<file path="config.mk">
export PLATFORM = sky130hd
export DESIGN_NAME = dmask_gen
export DESIGN_NICKNAME = d
export VERILOG_FILES = /design/src/rtl/dmask_pkg.sv /design/src/rtl/dmask_unit_match.sv /design/src/rtl/dmask_first_pick.sv /design/src/rtl/dmask_gen.sv
export SDC_FILE = /design/constraint.sdc
export NUM_CORES = 1
export LEC_CHECK = 0
export ABC_CLOCK_PERIOD_IN_PS = 900
export CAP_MARGIN = 10
export CORE_AREA = 2 2 255 257
export CTS_BUF_LIST = sky130_fd_sc_hd__clkbuf_4 sky130_fd_sc_hd__clkbuf_8 sky130_fd_sc_hd__clkbuf_16
export DETAILED_ROUTE_END_ITERATION = 7
export DIE_AREA = 0 0 257 259
export DONT_BUFFER_PORTS = 1
export PLACE_DENSITY = 0.3
export SYNTH_ARGS = -nofsm -noshare
export SYNTH_HDL_FRONTEND = slang
export SYNTH_SLANG_ARGS = --single-unit
</file>
<file path="constraint.sdc">
create_clock -name clk -period 0.9 [get_ports clk]
set_input_delay 0.09 -clock clk [delete_from_list [all_inputs] [get_ports clk]]
set_output_delay 0.09 -clock clk [all_outputs]
set_load 0.01 [all_outputs]
</file>
<file path="src/rtl/dmask_pkg.sv">
package dmask_pkg;

  localparam int CMD_SH_LSB   = 18;
  localparam int CMD_LOG_BIT  = 11;
  localparam int CMD_DM_LSB   = 8;
  localparam int CMD_DEST_LSB = 24;
  localparam int REG_LID_LSB  = 24;
  localparam int REG_MDL_LSB  = 28;

  localparam logic [7:0] BCAST_ID  = 8'hFF;
  localparam logic [2:0] DM_LOWEST = 3'b001;

  typedef enum logic [1:0] {
    SH_DEST   = 2'd0,
    SH_SELF   = 2'd1,
    SH_ALL    = 2'd2,
    SH_OTHERS = 2'd3
  } shorthand_e;

  typedef enum logic [3:0] {
    MDL_CLUSTER = 4'h0,
    MDL_FLAT    = 4'hF
  } model_e;

  function automatic logic flat_hit(input logic [7:0] dest, input logic [7:0] lid);
    return |(dest & lid);
  endfunction

  function automatic logic cluster_hit(input logic [7:0] dest, input logic [7:0] lid);
    return (dest[7:4] == lid[7:4]) && (|(dest[3:0] & lid[3:0]));
  endfunction

endpackage

</file>
<file path="src/rtl/dmask_unit_match.sv">
module dmask_unit_match
  import dmask_pkg::*;
(
  input  logic       clk,
  input  logic       rst_n,
  input  logic [7:0] dest_i,
  input  logic [7:0] my_id_i,
  input  logic [7:0] my_lid_i,
  input  logic [3:0] my_model_i,
  output logic       phys_hit_o,
  output logic       log_hit_o
);

  logic model_flat;
  logic model_cluster;

  assign model_flat    = (my_model_i == MDL_FLAT);
  assign model_cluster = (my_model_i == MDL_CLUSTER);

  assign phys_hit_o = (my_id_i == dest_i);

  always_comb begin
    log_hit_o = 1'b0;
    if (model_flat)
      log_hit_o = flat_hit(dest_i, my_lid_i);
    else if (model_cluster)
      log_hit_o = cluster_hit(dest_i, my_lid_i);
  end

  // an unknown model never produces a logical match
  p_unknown_model_r9: assert property (@(posedge clk) disable iff (!rst_n)
    (!model_flat && !model_cluster) |-> !log_hit_o);

  // a cluster hit always shares the upper nibble with the destination
  p_cluster_group_r8: assert property (@(posedge clk) disable iff (!rst_n)
    (model_cluster && log_hit_o) |-> (dest_i[7:4] == my_lid_i[7:4]));

endmodule

</file>
<file path="src/rtl/dmask_first_pick.sv">
module dmask_first_pick #(
  parameter int W = 8
) (
  input  logic [W-1:0] vec_i,
  output logic [W-1:0] first_o
);

  always_comb begin
    logic seen;
    seen    = 1'b0;
    first_o = '0;
    for (int i = 0; i < W; i++) begin
      if (vec_i[i] && !seen) begin
        first_o[i] = 1'b1;
        seen       = 1'b1;
      end
    end
  end

endmodule

</file>
<file path="src/rtl/dmask_gen.sv">
module dmask_gen
  import dmask_pkg::*;
#(
  parameter int N     = 8,
  parameter int IDX_W = (N > 1) ? $clog2(N) : 1
) (
  input  logic            clk,
  input  logic            rst_n,
  input  logic            req_i,
  input  logic [31:0]     cmd_lo_i,
  input  logic [31:0]     cmd_hi_i,
  input  logic [IDX_W-1:0] sender_i,
  input  logic [N*8-1:0]  unit_id_i,
  input  logic [N*32-1:0] unit_ldr_i,
  input  logic [N*32-1:0] unit_dfr_i,
  output logic [N-1:0]    mask_o,
  output logic            mask_vld_o
);

  localparam logic [N-1:0] ALL_UNITS = {N{1'b1}};

  // decoded command fields
  shorthand_e  sh_code;
  logic        logical_mode;
  logic        lowpri_req;
  logic [7:0]  dest_id;
  logic        bcast_dest;

  assign sh_code      = shorthand_e'(cmd_lo_i[CMD_SH_LSB +: 2]);
  assign logical_mode = cmd_lo_i[CMD_LOG_BIT];
  assign lowpri_req   = (cmd_lo_i[CMD_DM_LSB +: 3] == DM_LOWEST);
  assign dest_id      = cmd_hi_i[CMD_DEST_LSB +: 8];
  assign bcast_dest   = (dest_id == BCAST_ID);

  logic cmd_spare_unused;
  assign cmd_spare_unused = ^{cmd_lo_i[31:20], cmd_lo_i[17:12], cmd_lo_i[7:0], cmd_hi_i[23:0]};

  // per-unit matching
  logic [N-1:0] phys_hits;
  logic [N-1:0] log_hits;
  logic [N-1:0] self_vec;

  for (genvar k = 0; k < N; k++) begin : g_unit
    logic tbl_spare_unused;
    assign tbl_spare_unused = ^{unit_ldr_i[k*32 +: REG_LID_LSB], unit_dfr_i[k*32 +: REG_MDL_LSB]};

    dmask_unit_match u_match (
      .clk       (clk),
      .rst_n     (rst_n),
      .dest_i    (dest_id),
      .my_id_i   (unit_id_i[k*8 +: 8]),
      .my_lid_i  (unit_ldr_i[k*32 + REG_LID_LSB +: 8]),
      .my_model_i(unit_dfr_i[k*32 + REG_MDL_LSB +: 4]),
      .phys_hit_o(phys_hits[k]),
      .log_hit_o (log_hits[k])
    );

    assign self_vec[k] = (sender_i == IDX_W'(k));
  end

  // physical search: the lowest-indexed matching identifier wins
  logic [N-1:0] phys_one;
  dmask_first_pick #(.W(N)) u_phys_pick (
    .vec_i  (phys_hits),
    .first_o(phys_one)
  );

  logic [N-1:0] dest_mask;
  assign dest_mask = logical_mode ? log_hits : (bcast_dest ? ALL_UNITS : phys_one);

  logic [N-1:0] raw_mask;
  always_comb begin
    unique case (sh_code)
      SH_DEST:   raw_mask = dest_mask;
      SH_SELF:   raw_mask = self_vec;
      SH_ALL:    raw_mask = ALL_UNITS;
      SH_OTHERS: raw_mask = ALL_UNITS & ~self_vec;
      default:   raw_mask = '0;
    endcase
  end

  // lowest-priority reduction
  logic [N-1:0] lowpri_mask;
  dmask_first_pick #(.W(N)) u_lowpri_pick (
    .vec_i  (raw_mask),
    .first_o(lowpri_mask)
  );

  logic [N-1:0] final_mask;
  assign final_mask = lowpri_req ? lowpri_mask : raw_mask;

  always_ff @(posedge clk or negedge rst_n) begin
    if (!rst_n) begin
      mask_o     <= '0;
      mask_vld_o <= 1'b0;
    end else begin
      mask_vld_o <= req_i;
      if (req_i)
        mask_o <= final_mask;
    end
  end

  // without a request the mask does not move
  p_hold_mask_r11: assert property (@(posedge clk) disable iff (!rst_n)
    !req_i |=> $stable(mask_o));

  // self shorthand yields exactly the sender
  p_self_only_r2: assert property (@(posedge clk) disable iff (!rst_n)
    (req_i && sh_code == SH_SELF) |=> (mask_o == (N'(1) << $past(sender_i))));

  // all-inclusive shorthand fills the mask
  p_all_units_r3: assert property (@(posedge clk) disable iff (!rst_n)
    (req_i && sh_code == SH_ALL && !lowpri_req) |=> (mask_o == ALL_UNITS));

  // all-but-sender never includes the sender
  p_excl_sender_r4: assert property (@(posedge clk) disable iff (!rst_n)
    (req_i && sh_code == SH_OTHERS) |=> !mask_o[$past(sender_i)]);

  // a non-broadcast physical search targets at most one unit
  p_phys_single_r6: assert property (@(posedge clk) disable iff (!rst_n)
    (req_i && sh_code == SH_DEST && !logical_mode && !bcast_dest) |=> ($countones(mask_o) <= 1));

  // lowest-priority results are one-hot or empty
  p_lowpri_onehot_r10: assert property (@(posedge clk) disable iff (!rst_n)
    (req_i && lowpri_req) |=> $onehot0(mask_o));

endmodule

</file>
==> impl_metrics.ini <==
[cts]
root_buffer = clkbuf_16
insertion_delay_ns = 0.24
cts_sinks = 9
cts_tree = done
htree_levels = 1
clockBufferDepth = 2
clk_pin_slew_worst_paths_ns = 0.05
cts_buffers = 3

[floorplan]
die_area_sq_um = 66600
top_level_ports = 655
die_w_microns = 257
die_h_microns = 259
num_rows = 93
initial_utilization_pct = 4.04
core_area_sq_um = 63900

[setup_path]
cp.required_ns = 1.02
crit_slowest_cell = or4_4
r2r_slack_ns = 0.12
timing.rr.start = mask_o[1]$_DFFE_PN0P_
crit_family = compound AO/OA/AOI/OAI gates
rr_worst_depth = 1
path_class = in2reg
path_buf_inv = 0
path_max_fanout = 3
rr_endpoint = mask_o[1]$_DFFE_PN0P_
worstPathArrival_ns = 1.95
worstPathCellList = ha_4, or4_4, o211ai_1, o211ai_2, o21a_2, nand4_4, a21oi_2, mux2_4
startpoint_type = input port
end_kind = flip-flop
slowest_delay_ns = 0.51

[logic_synthesis]
ys_seq_area_share_pct = 8.73
synth_area_leaders = ha_1 (16%), xnor2_1 (14%), xor2_1 (11%)
synth_ff_type = dfrtp_1
synth_warnings = 0
synth-edff-count = 0
syn_area_per_cell_sq_um = 8.60
netlist_area_sq_um = 2580
ys_types = 61
netlist_instances = 300
synth_top_area_share_pct = 15.5
async_reset_ff_share_pct = 100
synth_top_cell_by_area = ha_1
ys_ff_latch = 9
synth_fp_nets = 978

[global_route]
track_usage_pct = 4.66
grt-ovfl-total = 0
first_global_vias = 2761
grt_first_pass_wirelength_microns = 21500
antenna_found_initial = 0
grt_start_max_net_pins = 18

[final_layout]
area_growth_pct = 66.2
fin_area_sq_um = 4290
finalNetCount = 1012
drive_gt1_share_pct = 30.6
insertedDiodeCount = 0

[sta]
finalHoldViolations = 0
finalCriticalPeriod_ns = 1.84
maxSlewViolCount = 0
fin_crit_sh_pct = 204
skew_ns = 0
setup_ws_ns = -0.936
slew_headroom_pct = 63.3
rsz0062_at_grt = true
tightest_slew_ns = 0.549
max_freq_mhz = 545
finalSetupViolations = 8

[hold_path]
hold_depth = 1
hold_path.class = in2reg
worstHoldEndpoint = mask_o[1]$_DFFE_PN0P_
worstHoldStart = req_i

[power]
power_mw = 2.65
p_leak_nw = 1.23
vdd_drop_max_v = 0.000585
cellPowerDensity_nw_per_um2 = 619

[route]
wirelength_microns = 16300
wl_met1_microns = 8520
drt_pass1_iterations = 4
drc_errors = 0
via_count = 2556
detail_route.wl_per_cell_microns = 13.7
via_per_inst = 2.15
wl_met2_microns = 6350
ant_nets = 0
top_layer = met4
wl_met3_microns = 1400
drtIter0Drc = 78

[job]
drv_cap = 0

[status]
violations = negative setup slack
outcome = finished, violations left

[placement]
io_buffer_count = 0
place_area_sq_um = 3980
dp_worst_setup_slack_ns = -1.37
gp_congestion = 0.702
hpwlAfterDp_microns = 14300
[cell usage after synthesis, drive strengths merged, types with 5 or more instances]
cell and count:
nand4 19, dfrtp 9, nor4 23, o21ai 10, a21oi 12, ha 32, nor2 11, xor2 32
buf 15, o211ai 5, xnor2 40, nand2 20, or4 8, a22oi 7
[metal layers]
layer  up-vias  track usage [%]
met5         -                0
met4         0           0.0484
met3         2             1.35
met2       176             6.86
met1      1156             6.99
li1       1222                -
[per-stage QoR]
| stage | util (%) | hold slack [ns] | setup TNS [ns] | instances |
|---|---|---|---|---|
| final | 6.71 | 0.0145 | -7.05 | 1188 |
| after detailed placement | 6.22 | -0.205 | -10.33 | 1179 |
| after global routing | 6.71 | 0.00895 | -7.67 | 1188 |
| after CTS | 6.59 | 0.00796 | -6.92 | 1187 |
| after global placement | 6.22 | -0.205 | -10.10 | 1179 |
| after floorplan | - | -0.206 | -7.30 | 300 |
[layout make-up]
class                           count  area, sq um
Tap cell                          855         1070
Fill cell                        7461        59600
Timing Repair Buffer               46          374
Inverter                            2         7.51
Multi-Input combinational cell    272         2530
Clock buffer                        4         82.6
Sequential cell                     9          225
[power breakdown]
group          switching, mW  leakage (nW)  internal [mW]
Clock                  0.233        0.0416          0.627
Sequential            0.0357         0.107          0.457
Combinational          0.602          1.08          0.700
Total                  0.871          1.23           1.78
[cells by family after synthesis]
family,Yosys count,synth area share (%)
AOI/OAI and AO/OA,64,19.2
xor gates and xnor gates,72,24.4
adders and majority gates,32,15.5
buffers and inverters,19,6.40
DFF,9,8.73
muxes,3,1.31
and+or+nand+nor,101,24.4
[how the worst max path moves through the flow]
| stage | from | end | slack (ns) | depth (start not counted) |
|---|---|---|---|---|
| final | unit_ldr_i[93] | mask_o[3]$_DFFE_PN0P_ | -0.94 | 8 |
| after global routing | unit_ldr_i[93] | mask_o[4]$_DFFE_PN0P_ | -1.02 | 9 |
| after CTS | unit_ldr_i[93] | mask_o[3]$_DFFE_PN0P_ | -0.95 | 8 |
| after detailed placement | cmd_hi_i[24] | mask_o[7]$_DFFE_PN0P_ | -1.37 | 9 |
| after global placement | cmd_hi_i[24] | mask_o[7]$_DFFE_PN0P_ | -1.40 | 9 |
| after floorplan | cmd_hi_i[30] | mask_o[3]$_DFFE_PN0P_ | -1.01 | 8 |
[layout by cell type (no fill, tap or decap), types with 3 or more instances in the layout]
master     netlist  routed
ha_1            32      18
buf_6            9       3
o211ai_1         3       3
a22oi_1          7       7
xnor2_1         40      40
dfrtp_1          9       9
xor2_1          32      32
o21ai_0          6       4
ha_4             0      14
a221oi_1         4       3
mux2_4           0       3
nor4_1          23      15
clkbuf_16        0       3
nor4_2           0       7
buf_4            2      40
o31ai_1          3       3
or4_1            8       5
or4_4            0       3
nor2_1          11      11
o21ai_1          4       4
nand2_1         20      19
nand4_1         18      18
nor3_1           3       3
a21oi_1          9       5
a21oi_2          3       5
[flip-flops by register name, summed over array words and instances (netlist names)]
| name | count |
|---|---|
| mask_o | 8 |
| mask_vld_o | 1 |
[repair_timing]
item                                    in CTS  in global routing
endpoints found under the setup margin       8                 10
resized for setup                           18                 14
hold endpoints to repair                    13                  0
pin swaps                                   12                 14
hold buffers                                 2                  0
buffers inserted                             4                  1
No activity file was read; power rests on OpenSTA's default activity.
